[src/rtl/wor_pkg.sv]
`timescale 1ns/1ps
package wor_pkg;
  localparam int NPORT = 2;
  typedef logic [0:0] port_t;
endpackage

[src/rtl/wor_fifo.sv]
`timescale 1ns/1ps
module wor_fifo #(
  parameter int WIDTH = 1,
  parameter int DEPTH = 4
) (
  input  logic             clk,
  input  logic             rst_n,
  input  logic             push,
  input  logic             pop,
  input  logic [WIDTH-1:0] din,
  output logic [WIDTH-1:0] head,
  output logic             full,
  output logic             empty
);
  localparam int PW = (DEPTH > 1) ? $clog2(DEPTH) : 1;
  localparam int CW = $clog2(DEPTH + 1);

  logic [WIDTH-1:0] mem [DEPTH];
  logic [PW-1:0]    wr_q, wr_d, rd_q, rd_d;
  logic [CW-1:0]    cnt_q, cnt_d;
  logic             do_push, do_pop;

  assign full    = (cnt_q == CW'(DEPTH));
  assign empty   = (cnt_q == '0);
  assign do_push = push && !full;
  assign do_pop  = pop && !empty;
  assign head    = mem[rd_q];

  always_comb begin
    wr_d  = wr_q;
    rd_d  = rd_q;
    cnt_d = cnt_q;
    if (do_push) wr_d = (wr_q == PW'(DEPTH - 1)) ? '0 : wr_q + 1'b1;
    if (do_pop)  rd_d = (rd_q == PW'(DEPTH - 1)) ? '0 : rd_q + 1'b1;
    case ({do_push, do_pop})
      2'b10:   cnt_d = cnt_q + 1'b1;
      2'b01:   cnt_d = cnt_q - 1'b1;
      default: cnt_d = cnt_q;
    endcase
  end

  always_ff @(posedge clk or negedge rst_n) begin
    if (!rst_n) begin
      wr_q  <= '0;
      rd_q  <= '0;
      cnt_q <= '0;
    end else begin
      wr_q  <= wr_d;
      rd_q  <= rd_d;
      cnt_q <= cnt_d;
    end
  end

  always_ff @(posedge clk) begin
    if (do_push) mem[wr_q] <= din;
  end

  p_no_overflow_r2: assert property (@(posedge clk) disable iff (!rst_n)
    push |-> !full);
  p_no_underflow_r4: assert property (@(posedge clk) disable iff (!rst_n)
    pop |-> !empty);
endmodule

[src/rtl/wor_w_router.sv]
`timescale 1ns/1ps
module wor_w_router
  import wor_pkg::*;
#(
  parameter int RDEPTH = 4
) (
  input  logic             clk,
  input  logic             rst_n,
  input  logic             aw_push,
  input  port_t            aw_port,
  output logic             route_full,
  input  logic             s_wvalid,
  input  logic             s_wlast,
  output logic             s_wready,
  output logic [NPORT-1:0] m_wvalid,
  input  logic [NPORT-1:0] m_wready
);
  logic  rt_empty;
  port_t rt_head;
  logic  burst_done;

  wor_fifo #(.WIDTH(1), .DEPTH(RDEPTH)) u_route (
    .clk   (clk),
    .rst_n (rst_n),
    .push  (aw_push),
    .pop   (burst_done),
    .din   (aw_port),
    .head  (rt_head),
    .full  (route_full),
    .empty (rt_empty)
  );

  always_comb begin
    m_wvalid = '0;
    if (s_wvalid && !rt_empty) m_wvalid[rt_head] = 1'b1;
  end

  assign s_wready   = !rt_empty && m_wready[rt_head];
  assign burst_done = s_wvalid && s_wready && s_wlast;

  p_one_wport_r3: assert property (@(posedge clk) disable iff (!rst_n)
    $onehot0(m_wvalid));
  p_beat_lands_r3: assert property (@(posedge clk) disable iff (!rst_n)
    s_wvalid && s_wready |-> |(m_wvalid & m_wready));
endmodule

[src/rtl/wor_b_arbiter.sv]
`timescale 1ns/1ps
module wor_b_arbiter
  import wor_pkg::*;
#(
  parameter int ID_W = 2,
  localparam int NUM_ID = 1 << ID_W
) (
  input  logic               clk,
  input  logic               rst_n,
  input  logic [NPORT-1:0]   m_bvalid,
  output logic [NPORT-1:0]   m_bready,
  input  logic [2*ID_W-1:0]  m_bid,
  input  logic [3:0]         m_bresp,
  input  logic [NUM_ID-1:0]  id_head,
  input  logic [NUM_ID-1:0]  id_empty,
  output logic               s_bvalid,
  input  logic               s_bready,
  output logic [ID_W-1:0]    s_bid,
  output logic [1:0]         s_bresp,
  output logic               b_fire
);
  logic [NPORT-1:0] elig;
  port_t            pick;
  logic             lock_q, lock_d;
  port_t            lock_sel_q, lock_sel_d;
  port_t            prio_q, prio_d;

  for (genvar k = 0; k < NPORT; k++) begin : g_elig
    logic [ID_W-1:0] bid_k;
    assign bid_k   = m_bid[k*ID_W +: ID_W];
    assign elig[k] = m_bvalid[k] && !id_empty[bid_k] && (id_head[bid_k] == 1'(k));
  end

  always_comb begin
    if (lock_q)     pick = lock_sel_q;
    else if (&elig) pick = prio_q;
    else            pick = elig[1];
  end

  assign s_bvalid = elig[pick];
  assign b_fire   = s_bvalid && s_bready;
  assign s_bid    = pick[0] ? m_bid[2*ID_W-1:ID_W] : m_bid[ID_W-1:0];
  assign s_bresp  = pick[0] ? m_bresp[3:2] : m_bresp[1:0];

  always_comb begin
    m_bready       = '0;
    m_bready[pick] = b_fire;
  end

  always_comb begin
    lock_d     = lock_q;
    lock_sel_d = lock_sel_q;
    prio_d     = prio_q;
    if (b_fire) begin
      lock_d = 1'b0;
      prio_d = ~pick;
    end else if (s_bvalid) begin
      lock_d     = 1'b1;
      lock_sel_d = pick;
    end
  end

  always_ff @(posedge clk or negedge rst_n) begin
    if (!rst_n) begin
      lock_q     <= 1'b0;
      lock_sel_q <= '0;
      prio_q     <= '0;
    end else begin
      lock_q     <= lock_d;
      lock_sel_q <= lock_sel_d;
      prio_q     <= prio_d;
    end
  end

  p_bready_needs_valid_r4: assert property (@(posedge clk) disable iff (!rst_n)
    $onehot0(m_bready) && ((m_bready & ~m_bvalid) == '0));
  p_bvalid_hold_r8: assert property (@(posedge clk) disable iff (!rst_n)
    s_bvalid && !s_bready |=> s_bvalid && $stable(s_bid) && $stable(s_bresp));
  p_bid_pass_r6: assert property (@(posedge clk) disable iff (!rst_n)
    b_fire && m_bready[1] |-> s_bid == m_bid[2*ID_W-1:ID_W]);
endmodule

[src/rtl/wr_order_router.sv]
`timescale 1ns/1ps
module wr_order_router
  import wor_pkg::*;
#(
  parameter int ID_W    = 2,
  parameter int ADDR_W  = 16,
  parameter int DATA_W  = 32,
  parameter int LEN_W   = 8,
  parameter int SEL_BIT = 12,
  parameter int DEPTH   = 4,
  parameter int RDEPTH  = 4
) (
  input  logic              clk,
  input  logic              rst_n,
  input  logic              s_awvalid,
  output logic              s_awready,
  input  logic [ID_W-1:0]   s_awid,
  input  logic [ADDR_W-1:0] s_awaddr,
  input  logic [LEN_W-1:0]  s_awlen,
  input  logic              s_wvalid,
  output logic              s_wready,
  input  logic [DATA_W-1:0] s_wdata,
  input  logic              s_wlast,
  output logic              s_bvalid,
  input  logic              s_bready,
  output logic [ID_W-1:0]   s_bid,
  output logic [1:0]        s_bresp,
  output logic [1:0]        m_awvalid,
  input  logic [1:0]        m_awready,
  output logic [ID_W-1:0]   m_awid,
  output logic [ADDR_W-1:0] m_awaddr,
  output logic [LEN_W-1:0]  m_awlen,
  output logic [1:0]        m_wvalid,
  input  logic [1:0]        m_wready,
  output logic [DATA_W-1:0] m_wdata,
  output logic              m_wlast,
  input  logic [1:0]        m_bvalid,
  output logic [1:0]        m_bready,
  input  logic [2*ID_W-1:0] m_bid,
  input  logic [3:0]        m_bresp
);
  localparam int NUM_ID = 1 << ID_W;

  logic [1:0]        rsync_q;
  logic              rst_int_n;
  port_t             aw_sel;
  logic              aw_go, aw_fire, route_full, b_fire;
  logic [NUM_ID-1:0] id_full, id_empty, id_head;

  always_ff @(posedge clk or negedge rst_n) begin
    if (!rst_n) rsync_q <= '0;
    else        rsync_q <= {rsync_q[0], 1'b1};
  end
  assign rst_int_n = rsync_q[1];

  assign aw_sel  = s_awaddr[SEL_BIT];
  assign aw_go   = s_awvalid && !id_full[s_awid] && !route_full;
  assign s_awready = aw_go && m_awready[aw_sel];
  assign aw_fire = s_awvalid && s_awready;

  always_comb begin
    m_awvalid         = '0;
    m_awvalid[aw_sel] = aw_go;
  end

  assign m_awid   = s_awid;
  assign m_awaddr = s_awaddr;
  assign m_awlen  = s_awlen;
  assign m_wdata  = s_wdata;
  assign m_wlast  = s_wlast;

  for (genvar g = 0; g < NUM_ID; g++) begin : g_id
    wor_fifo #(.WIDTH(1), .DEPTH(DEPTH)) u_order (
      .clk   (clk),
      .rst_n (rst_int_n),
      .push  (aw_fire && (s_awid == ID_W'(g))),
      .pop   (b_fire && (s_bid == ID_W'(g))),
      .din   (aw_sel),
      .head  (id_head[g +: 1]),
      .full  (id_full[g]),
      .empty (id_empty[g])
    );
  end

  wor_w_router #(.RDEPTH(RDEPTH)) u_wr (
    .clk        (clk),
    .rst_n      (rst_int_n),
    .aw_push    (aw_fire),
    .aw_port    (aw_sel),
    .route_full (route_full),
    .s_wvalid   (s_wvalid),
    .s_wlast    (s_wlast),
    .s_wready   (s_wready),
    .m_wvalid   (m_wvalid),
    .m_wready   (m_wready)
  );

  wor_b_arbiter #(.ID_W(ID_W)) u_barb (
    .clk      (clk),
    .rst_n    (rst_int_n),
    .m_bvalid (m_bvalid),
    .m_bready (m_bready),
    .m_bid    (m_bid),
    .m_bresp  (m_bresp),
    .id_head  (id_head),
    .id_empty (id_empty),
    .s_bvalid (s_bvalid),
    .s_bready (s_bready),
    .s_bid    (s_bid),
    .s_bresp  (s_bresp),
    .b_fire   (b_fire)
  );

  p_decode_r1: assert property (@(posedge clk) disable iff (!rst_int_n)
    aw_fire |-> m_awvalid[aw_sel] && !m_awvalid[~aw_sel]);
  p_full_stall_r2: assert property (@(posedge clk) disable iff (!rst_int_n)
    s_awvalid && id_full[s_awid] |-> !s_awready);
  p_resp_known_r4: assert property (@(posedge clk) disable iff (!rst_int_n)
    s_bvalid |-> !id_empty[s_bid]);
endmodule

[config.mk]
export PLATFORM = sky130hd
export DESIGN_NAME = wr_order_router
export DESIGN_NICKNAME = d
export VERILOG_FILES = /design/src/rtl/wor_pkg.sv /design/src/rtl/wor_fifo.sv /design/src/rtl/wor_w_router.sv /design/src/rtl/wor_b_arbiter.sv /design/src/rtl/wr_order_router.sv
export SDC_FILE = /design/constraint.sdc
export NUM_CORES = 1
export LEC_CHECK = 0
export BUFFER_PORTS_ARGS = -buffer_cell sky130_fd_sc_hd__buf_2
export CORE_ASPECT_RATIO = 1.2
export CORE_UTILIZATION = 40
export CTS_CLUSTER_DIAMETER = 150
export DETAILED_ROUTE_END_ITERATION = 8
export PLACE_DENSITY = 0.72
export SYNTH_ARGS = -nofsm -noshare
export SYNTH_HDL_FRONTEND = slang
export SYNTH_SLANG_ARGS = --single-unit
[constraint.sdc]
create_clock -name clk -period 2.5 [get_ports clk]
set_clock_uncertainty 0.15 [all_clocks]
set_input_delay 0 -clock clk [delete_from_list [all_inputs] [get_ports clk]]
set_output_delay 0 -clock clk [all_outputs]
set_load 0.01 [all_outputs]
==> flow_summary_export.csv, run 1 <==
group,metric,value,unit
grt,grt_pass1_vias,3065,
yosys,avgSynthCellArea,11.0,um^2
clocking,cts.clk_slew.worst_paths,60,ps
power,switchingPower,1.99,mW
yosys,ys.flop_type,"dfrtp_1",
sta,setup_viol_count_final,31,
sta,layout_worst_path_cycle_share,1.39,
clocking,cts_max_path_buffers,2,
detailed_routing,drc,0,
yosys,ys_seq_area_frac,0.407,
yosys,synth_warnings,0,
power,pwr-share-clk,0.211,
grt,overflow,0,
yosys,synth_area,3930,um^2
grt,track_usage,0.185,
yosys,synthesis.instances,356,
clocking,cts-htree-levels,3,
detailed_routing,drtPass1Iterations,4,
sta,setup_ws,-974,ps
power,power_density,984,nW/um^2
yosys,synth-seq-cells,60,
place,place_ws,-990,ps
floorplan,row_count,39,
final_layout,drive_gt1_frac,0.447,
grt,grt_max_degree,39,
yosys,async_flop_share,0.667,
grt,antenna_found_initial,0,
floorplan,initial_core_util,0.413,
run_status,violations,"setup timing",
sta,worst_pin_slew,535,ps
worst_setup_path,worstPathArrival,3580,ps
sta,hold_viol_final,0,
final_layout,syn_to_final_growth,48.3,%
yosys,synth_nets,469,
detailed_routing,dr_total_vias,2999,
clocking,cts.sinks,60,
final_layout,fin_area,5830,um^2
clocking,cts_tree,"done",
place,numPortBuffers,39,
detailed_routing,wirelength,9500,um
detailed_routing,drtAntennaViolNets,0,
power,p_seq_frac,0.278,
worst_hold_path,hp-class,"in2out",
floorplan,die_h,111,um
power,internal-power,3.75,mW
clocking,clock_latency,330,ps
place,gp_congestion,0.839,
clocking,cts_root_buf,"clkbuf_16",
sta,relSlewSlack,0.644,
final_layout,n_antenna_cell,0,
worst_setup_path,cp-end-kind,"flip-flop",
run_status,outcome,"finished, violations left",
power,switching_share,0.347,
power,peakVddDrop,0.000415,V
worst_setup_path,cp-start-kind,"flip-flop",
detailed_routing,drt-wirelength-per-cell,15.2,um
final_layout,nNetsFinal,611,
detailed_routing,via_per_inst,4.79,
floorplan,core_area,9520,um^2
place,dp_hpwl,5720,um
power,combPwrFrac,0.511,
detailed_routing,drtIter0Drc,58,
yosys,synth_edf_count,20,
power,p_leak,2.71,nW
floorplan,io_pins,150,
sta,fin_crit,3470,ps
worst_setup_path,cp.required,2600,ps
sta,max_freq,288,MHz
grt,grt_pass1_wl,14500,um
run,cap_violations,0,
sta,rsz0062_at_grt,"yes",
place,post_dp_cell_area,4420,um^2
sta,slew_viol_final,0,
floorplan,die_width,92.5,um
yosys,synth_cell_types,50,
worst_setup_path,cp_max_fo,3,
worst_setup_path,path_class,"reg2reg",
floorplan,die_area,10200,um^2
clocking,cts_buffers,9,
## flip-flops by register name, summed over array words and instances (netlist names)
register	cells
u_wr.u_route.wr_q	2
u_barb.prio_q	1
u_barb.lock_q	1
g_id.u_order.mem	16
g_id.u_order.wr_q	8
u_wr.u_route.mem	4
u_barb.lock_sel_q	1
u_wr.u_route.cnt_q	3
g_id.u_order.rd_q	8
g_id.u_order.cnt_q	12
u_wr.u_route.rd_q	2
rsync_q	2
## placed cells by master, fill, tap and decap left out, types with 2 or more instances in the layout
cell type / n
a211oi_2: 2
a21o_1: 2
a21oi_1: 3
a31oi_1: 2
and2_1: 20
and3_4: 3
buf_2: 32
buf_4: 81
buf_6: 20
clkbuf_16: 10
clkbuf_8: 2
clkinv_2: 2
dfrtp_1: 40
dlygate4sd3_1: 58
edfxtp_1: 20
fa_2: 5
ha_1: 25
ha_4: 5
inv_1: 28
inv_2: 5
inv_4: 2
mux2_2: 9
mux2_4: 12
mux2i_1: 7
mux4_2: 4
nand2_1: 12
nand2_2: 3
nand2b_1: 3
nand3_1: 3
nand3_2: 3
nor2_1: 18
nor3_1: 3
nor4_4: 2
nor4b_4: 2
o21ai_0: 5
or3_1: 2
xnor2_1: 2
xnor2_2: 3
xor2_1: 10
## worst max-delay path: stages (launching register included)
cell	delay, ps
dfrtp_1	360
mux4_2	550
a21oi_2	210
nand2_1	100
a211oi_2	270
o21ai_4	90
mux2_4	340
buf_12	140
nor4_4	200
ha_4	190
inv_2	30
fa_2	320
xor2_1	150
nor2_1	120
xor2_1	160
## synthesized netlist by cell type (2+ instances only)
library cell  number  area, um^2
and2_1            20         125
nor4_1             3        18.8
buf_4             59         443
mux2_4             2        30.0
nor4b_4            2        47.6
mux4_2             3        67.6
inv_1             35         131
a31oi_1            3        18.8
or3_1              2        12.5
and3_1             3        18.8
nand2b_1           3        18.8
nand2_1           15        56.3
nor3_1             5        25.0
nand3_1            6        30.0
mux2i_1            9        90.1
ha_1              30         375
nor3b_1            2        15.0
a21oi_1            3        15.0
mux2_1             6        67.6
clkbuf_1           2        7.51
edfxtp_1          20         601
fa_1               5         100
nor2_1            20        75.1
dfrtp_1           40        1000
a21o_1             2        15.0
xor2_1            10        87.6
o21ai_0            7        35.0
mux2_2            13         146
xnor2_1            5        43.8
## per-layer routing
metal | GRT usage | vias up | wire, um
li1 | - | 1422 | -
met1 | 0.201 | 1454 | 3650
met2 | 0.329 | 96 | 5070
met3 | 0.0475 | 27 | 456
met4 | 0.0865 | 0 | 316
met5 | 0 | - | 0
## area by class of cell
| cell class | instances | area (um^2) |
|---|---|---|
| multi-input combinational | 200 | 2050 |
| timing repair buffer | 192 | 1590 |
| tap | 123 | 154 |
| sequential | 60 | 1600 |
| fill | 737 | 3680 |
| clock inverter | 3 | 17.5 |
| clock buffer | 13 | 282 |
| inverter | 35 | 136 |
## logic make-up (layout without fill, tap and decap cells)
group | after synthesis | after routing | share of synthesized area
AO/OA/AOI/OAI | 27 | 27 | 0.0503
XOR/XNOR | 15 | 15 | 0.0334
AND/OR/NAND/NOR | 88 | 88 | 0.130
flip-flops | 60 | 60 | 0.407
buffers and inverters | 96 | 243 | 0.148
other | 1 | 1 | 0.000954
adder cells (fa/ha/maj) | 35 | 35 | 0.121
multiplexers | 34 | 34 | 0.109
## power by group through the flow
stage          sequential, mW  combinational (mW)  clock [mW]
6_report                 1.59                2.93        1.21
5_1_grt                  1.64                3.21        1.27
4_1_cts                  1.58                2.63        1.23
2_1_floorplan            1.59                1.31           0
3_3_place_gp             1.57                2.03           0
3_5_place_dp             1.59                2.15           0
## final timing paths
path | to | depth (start not counted) | startpoint | slack [ps]
max reg2reg | g_id[0].u_order.cnt_q[2] | 14 | g_id[0].u_order.rd_q[0] | -970
min | m_wlast | 2 | s_wlast | 50
min reg2reg | g_id[2].u_order.wr_q[1] | 1 | rsync_q[1] | 160
max | g_id[0].u_order.cnt_q[2] | 14 | g_id[0].u_order.rd_q[0] | -970
min in group asynchronous | g_id[2].u_order.wr_q[1] | 1 | rsync_q[1] | 160
max in group asynchronous | g_id[3].u_order.wr_q[1] | 1 | rsync_q[1] | 1670
## what timing repair did
| item | 4_1_cts | 5_1_grt |
|---|---|---|
| resized for setup | 44 | 25 |
| pin swaps | 20 | 13 |
| setup endpoints to repair | 45 | 49 |
| endpoints found under the hold margin | 58 | 0 |
| buffers inserted | 17 | 17 |
| hold buffers | 58 | 0 |
## metrics by stage
| stage | utilization | std cells | TNS [ps] | hold slack, ps | power (mW) |
|---|---|---|---|---|---|
| finish | 0.613 | 626 | -15950 | 54.7 | 5.74 |
| global route | 0.613 | 626 | -19590 | 59.8 | 6.12 |
| CTS | 0.587 | 611 | -13380 | 46.4 | 5.44 |
| detailed placement | 0.465 | 524 | -14160 | -364 | 3.74 |
| global placement | 0.465 | 524 | -12340 | -364 | 3.60 |
| floorplan | - | 356 | -10400 | -446 | 2.90 |
Power figures use the tool's default switching activity.
==> run 2, diff against run 1 <==
clock period = 3.22 ns   (was 2.5 ns; I/O delays follow)
==> run 2 against run 1 <==
The run ends with hold timing, setup timing left. Total power down 37%. Critical path depth down 1. Clock power down 29%. Count of clock-buffer cells in the layout unchanged. Critical path type unchanged. Final area down 14%. First-iteration DRC count up 29%. Sequential power down 21%. Fmax up 1.8%. Sequential cell count unchanged. Combinational power down 48%. Worst setup slack better by 780 ps. Cell count down 8.6%.
==> flow_summary_export.csv, run 2 (synthesis results as in run 1) <==
group,metric,value,unit
run_status,outcome,"finished, violations left",
run_status,violations,"hold timing, setup timing",
grt,overflow,0,
floorplan,row_count,39,
sta,fin_crit,3410,ps
run,cap_violations,0,
power,p_leak,2.34,nW
worst_setup_path,cp-end-kind,"flip-flop",
final_layout,nNetsFinal,557,
worst_setup_path,crit_top_cell,"xor2_1",
worst_setup_path,cp_max_fo,5,
sta,rsz0062_at_grt,"yes",
sta,worst_pin_slew,518,ps
final_layout,n_antenna_cell,0,
place,gp_congestion,0.855,
clocking,cts.clk_slew.worst_paths,50,ps
worst_setup_path,path_delay_family,"multiplexers",
worst_setup_path,cp.required,3320,ps
place,dp.cells,489,
worst_setup_path,worstPathArrival,3510,ps
detailed_routing,drtIter0Drc,75,
worst_setup_path,path_class,"reg2reg",
sta,max_freq,293,MHz
final_layout,fillers,834,
sta,slew_viol_final,0,
sta,hold_viol_final,15,
place,numPortBuffers,39,
power,p_seq_frac,0.345,
worst_setup_path,crit_buf_inv,1,
final_layout,drive_gt1_frac,0.307,
detailed_routing,via_per_inst,4.75,
power,peakVddDrop,0.000321,V
worst_setup_path,crit_end,"g_id[1].u_order.cnt_q[2]",
detailed_routing,drtPass1Iterations,4,
place,place_ws,-221,ps
floorplan,core_area,9520,um^2
place,post_dp_cell_area,4100,um^2
final_layout,syn_to_final_growth,28.2,%
floorplan,die_h,111,um
floorplan,initial_core_util,0.413,
clocking,cts_max_path_buffers,2,
final_layout,top_register,"g_id.u_order.mem",
sta,hold_ws,-6.92,ps
place,dp_hpwl,5170,um
clocking,cts_tree,"done",
power,internal-power,2.36,mW
detailed_routing,wirelength,7460,um
final_layout,fin_area,5040,um^2
worst_setup_path,regToRegStartpoint,"g_id[0].u_order.rd_q[0]",
worst_setup_path,ff2ff_setup_slack,-190,ps
detailed_routing,dr_total_vias,2715,
clocking,cts-htree-levels,3,
clocking,clock_latency,330,ps
worst_setup_path,cp-start-kind,"flip-flop",
final_layout,largest_register_ffs,16,
clocking,cts_root_buf,"clkbuf_16",
sta,layout_worst_path_cycle_share,1.06,
power,power,3.62,mW
final_layout,reg.largest.list,"g_id.u_order.mem x16, g_id.u_order.cnt_q x12",
sta,setup_ws,-192,ps
clocking,cts_buffers,9,
power,switching_share,0.349,
detailed_routing,drc,0,
grt,antenna_found_initial,0,
worst_setup_path,reg2reg_depth,13,
sta,setup_viol_count_final,7,
grt,track_usage,0.152,
final_layout,final_cell_mix,"58 x dlygate4sd3_1, 41 x buf_4, 40 x dfrtp_1",
worst_hold_path,hp-class,"in2reg",
floorplan,die_area,10200,um^2
power,switchingPower,1.26,mW
floorplan,die_width,92.5,um
worst_setup_path,crit_path_start,"g_id[0].u_order.rd_q[0]",
worst_setup_path,r2r_end,"g_id[1].u_order.cnt_q[2]",
power,pwr-share-clk,0.237,
sta,relSlewSlack,0.654,
worst_setup_path,cp_slowest_cell,"mux4_2",
floorplan,io_pins,150,
worst_setup_path,critical_path.max_stage_delay,560,ps
sta,finalSetupTns,-709,ps
worst_setup_path,worstPathCellList,"mux4_2 -> a21oi_4 -> nand2_2 -> a211oi_2 -> o21ai_4 -> mux2_4 -> nor4b_4 -> ha_2 -> inv_2 -> fa_2 -> xor2_1 -> nor2_1 -> xor2_1",
worst_setup_path,critical_path_depth,13,
grt,grt_pass1_vias,2705,
detailed_routing,drtAntennaViolNets,0,
grt,grt_pass1_wl,12000,um
final_layout,stdcell_count,572,
grt,grt_max_degree,39,
detailed_routing,drt-wirelength-per-cell,13.0,um
power,power_density,718,nW/um^2
final_layout,final_util,0.530,
clocking,cts.sinks,60,
power,combPwrFrac,0.417,
final_layout,final_common_cell,"dlygate4sd3_1",
run 2: repair_timing:
item                                    CTS  global route
endpoints found under the setup margin    8             8
gates resized for setup                   5             5
pin swaps                                 8             1
buffers inserted                          8             1
hold endpoints to repair                 58             0
cloned                                    0             0
hold buffers                             58             0
run 2: cell type report:
| type | instances | area [um^2] | area share |
|---|---|---|---|
| Tap cell | 123 | 154 | 0.0305 |
| Multi-Input combinational cell | 200 | 1810 | 0.358 |
| Clock buffer | 13 | 250 | 0.0496 |
| Inverter | 35 | 131 | 0.0261 |
| Timing Repair Buffer | 138 | 1080 | 0.215 |
| Sequential cell | 60 | 1600 | 0.318 |
| Clock inverter | 3 | 15.0 | 0.00298 |
run 2: power by group through the flow:
stage               sequential (mW)  clock [mW]  combinational (mW)
floorplan                      1.23           0                1.00
global placement               1.24           0                1.31
detailed placement             1.26           0                1.40
CTS                            1.25       0.874                1.52
global route                   1.29       0.905                1.71
finish                         1.25       0.859                1.51
run 2: worst min path at each step:
stage,cells after the start,start,slack [ps],end
5_1_grt,1,s_awaddr[12],30,g_id[1].u_order.mem[0]
3_5_place_dp,1,rst_n,-360,rsync_q[0]
3_3_place_gp,1,rst_n,-360,rsync_q[0]
6_report,1,s_awaddr[12],-7,g_id[1].u_order.mem[2]
4_1_cts,1,s_awaddr[12],6,g_id[1].u_order.mem[3]
2_1_floorplan,0,rst_n,-450,rsync_q[0]
run 2: worst register-to-register path: cells and delay by family (launching register included):
family,cells,cell delay [ps]
AOI/OAI and AO/OA,3,550
xor gates and xnor gates,2,300
DFF,1,360
buffers and inverters,1,40
adders and majority gates,2,550
muxes,2,910
and+or+nand+nor,3,460
run 2: metal layers:
metal / vias to the layer above / part of all wire / wire length (um) / GRT usage
met5: - / 0 / 0 / 0
met4: 0 / 0.023 / 168 / 0.0760
met3: 12 / 0.049 / 368 / 0.0344
li1: 1319 / - / - / -
met2: 80 / 0.53 / 3930 / 0.267
met1: 1304 / 0.40 / 3000 / 0.169
==> run 3, diff against run 2 <==
SKIP_LAST_GASP = 1   (was default)
==> run 3 against run 2 <==
The flow still finishes with violations (hold timing, setup timing). Non-clock buffer count is the same. Cell count stayed put. Wire length hardly changed. Clock power is essentially flat. Fmax is essentially flat. Core utilization down 0.11 points. First-iteration DRC count up 8.0%. Worst hold slack worse by 1.4 ps. Largest cell class unchanged.
==> flow_summary_export.csv, run 3 (synthesis results as in run 1) <==
group,metric,value,unit
power,power_density,719,nW/um^2
floorplan,io_pins,150,
worst_setup_path,path_delay_family,"multiplexers",
clocking,cts-htree-levels,3,
worst_setup_path,critical_path.max_stage_delay,560,ps
place,post_dp_cell_area,4100,um^2
detailed_routing,drt-wirelength-per-cell,13.0,um
worst_setup_path,cp.required,3320,ps
sta,fin_crit,3410,ps
power,power,3.62,mW
final_layout,fin_area,5030,um^2
floorplan,die_h,111,um
sta,rsz0062_at_grt,"yes",
floorplan,die_area,10200,um^2
worst_hold_path,hold_path.startpoint,"s_awaddr[12]",
final_layout,nNetsFinal,557,
worst_setup_path,crit_buf_inv,1,
worst_setup_path,regToRegStartpoint,"g_id[0].u_order.rd_q[0]",
clocking,cts_root_buf,"clkbuf_16",
sta,layout_worst_path_cycle_share,1.06,
worst_setup_path,cp_slowest_cell,"mux4_2",
floorplan,initial_core_util,0.413,
clocking,cts_tree,"done",
worst_hold_path,min_path_cells,1,
place,numPortBuffers,39,
clocking,cts_buffers,9,
sta,worst_pin_slew,518,ps
power,peakVddDrop,0.000321,V
clocking,cts.clk_slew.worst_paths,50,ps
detailed_routing,drtIter0Drc,81,
power,p_leak,2.34,nW
detailed_routing,drc,0,
final_layout,regArea,1600,um^2
place,dp_hpwl,5170,um
final_layout,final_common_cell,"dlygate4sd3_1",
worst_setup_path,cp-end-kind,"flip-flop",
final_layout,largest_register_ffs,16,
run,cap_violations,0,
floorplan,die_width,92.5,um
detailed_routing,dr_total_vias,2712,
final_layout,syn_to_final_growth,28.0,%
floorplan,row_count,39,
worst_setup_path,worstPathCellList,"mux4_2 -> a21oi_4 -> nand2_2 -> a211oi_2 -> o21ai_4 -> mux2_4 -> nor4b_4 -> ha_2 -> inv_2 -> fa_2 -> xor2_1 -> nor2_1 -> xor2_1",
run_status,outcome,"finished, violations left",
worst_setup_path,reg2reg_depth,13,
grt,track_usage,0.152,
worst_hold_path,hp-class,"in2reg",
sta,setup_ws,-190,ps
detailed_routing,wirelength,7460,um
clocking,cts_max_path_buffers,2,
sta,setup_viol_count_final,8,
sta,max_freq,293,MHz
grt,antenna_found_initial,0,
detailed_routing,via_per_inst,4.74,
place,gp_congestion,0.855,
worst_setup_path,worstPathArrival,3510,ps
worst_setup_path,cp-start-kind,"flip-flop",
sta,hold_viol_final,20,
final_layout,stdcell_count,572,
grt,grt_pass1_wl,12000,um
detailed_routing,drtPass1Iterations,4,
worst_setup_path,ff2ff_setup_slack,-190,ps
worst_setup_path,path_class,"reg2reg",
worst_setup_path,r2r_end,"g_id[1].u_order.cnt_q[2]",
clocking,cts.sinks,60,
final_layout,drive_gt1_frac,0.305,
worst_setup_path,cp_max_fo,5,
final_layout,n_antenna_cell,0,
sta,finalSetupTns,-760,ps
final_layout,reg.largest.list,"g_id.u_order.mem x16, g_id.u_order.cnt_q x12",
grt,overflow,0,
final_layout,final_cell_mix,"58 x dlygate4sd3_1, 41 x buf_4, 40 x dfrtp_1",
floorplan,core_area,9520,um^2
grt,grt_max_degree,39,
run_status,violations,"hold timing, setup timing",
sta,relSlewSlack,0.654,
final_layout,final_util,0.529,
detailed_routing,drtAntennaViolNets,0,
place,dp.cells,489,
worst_hold_path,holdPathEnd,"g_id[1].u_order.mem[2]",
final_layout,fillers,836,
final_layout,top_register,"g_id.u_order.mem",
worst_setup_path,crit_path_start,"g_id[0].u_order.rd_q[0]",
clocking,clock_latency,330,ps
grt,grt_pass1_vias,2705,
sta,hold_ws,-8.35,ps
sta,slew_viol_final,0,
worst_setup_path,crit_top_cell,"xor2_1",
final_layout,multi_input_area,1800,um^2
-- run 3: cell counts in the layout (fill, tap and decap cells not counted) --
No cell type changed its count.
-- run 3: worst reg2reg max path, cell delays in order (launching register included) --
cell and delay [ps]:
dfrtp_1 360, mux4_2 560, a21oi_4 180, nand2_2 70
a211oi_2 260, o21ai_4 110, mux2_4 350, nor4b_4 250
ha_2 230, inv_2 40, fa_2 320, xor2_1 150
nor2_1 130, xor2_1 150
-- run 3: final cells by class --
type,instances,area share
clock inverter,3,0.00298
tap,123,0.0306
clock buffer,13,0.0497
multi-input combinational,200,0.357
sequential,60,0.318
timing repair buffer,138,0.215
inverter,35,0.0261
-- run 3: repair_timing --
item	4_1_cts	5_1_grt
pin swaps	8	1
gates resized for setup	4	4
buffers inserted	8	1
setup endpoints to repair	8	8
hold buffers	58	0
hold endpoints to repair	58	0
-- run 3: metal layers --
layer | vias up | GRT usage | share of wire
li1 | 1320 | - | -
met1 | 1298 | 0.169 | 0.40
met2 | 82 | 0.267 | 0.53
met3 | 12 | 0.0344 | 0.050
met4 | 0 | 0.0760 | 0.023
met5 | - | 0 | 0
-- run 3: power by group --
group	switching, mW	leakage, nW	total (mW)	internal (mW)
Combinational	0.729	1.54	1.51	0.779
Sequential	0.212	0.665	1.25	1.04
Clock	0.322	0.133	0.859	0.537
Total	1.26	2.34	3.62	2.35
-- run 3: through the flow --
step                      hold slack (ps)  setup WS (ps)
final                               -8.35           -190
after CTS                            5.65           -207
after detailed placement             -363           -221
after floorplan                      -446           -190
after global placement               -364           -156
after global routing                 27.1           -391
-- run 3: worst max-delay path by stage --
stage                               endpoint  slack, ps  cells after the start
global placement    g_id[1].u_order.cnt_q[2]       -160                     13
global route        g_id[1].u_order.cnt_q[2]       -390                     13
floorplan           g_id[1].u_order.cnt_q[2]       -190                     13
CTS                 g_id[1].u_order.cnt_q[2]       -210                     13
finish              g_id[1].u_order.cnt_q[2]       -190                     13
detailed placement  g_id[1].u_order.cnt_q[2]       -220                     13
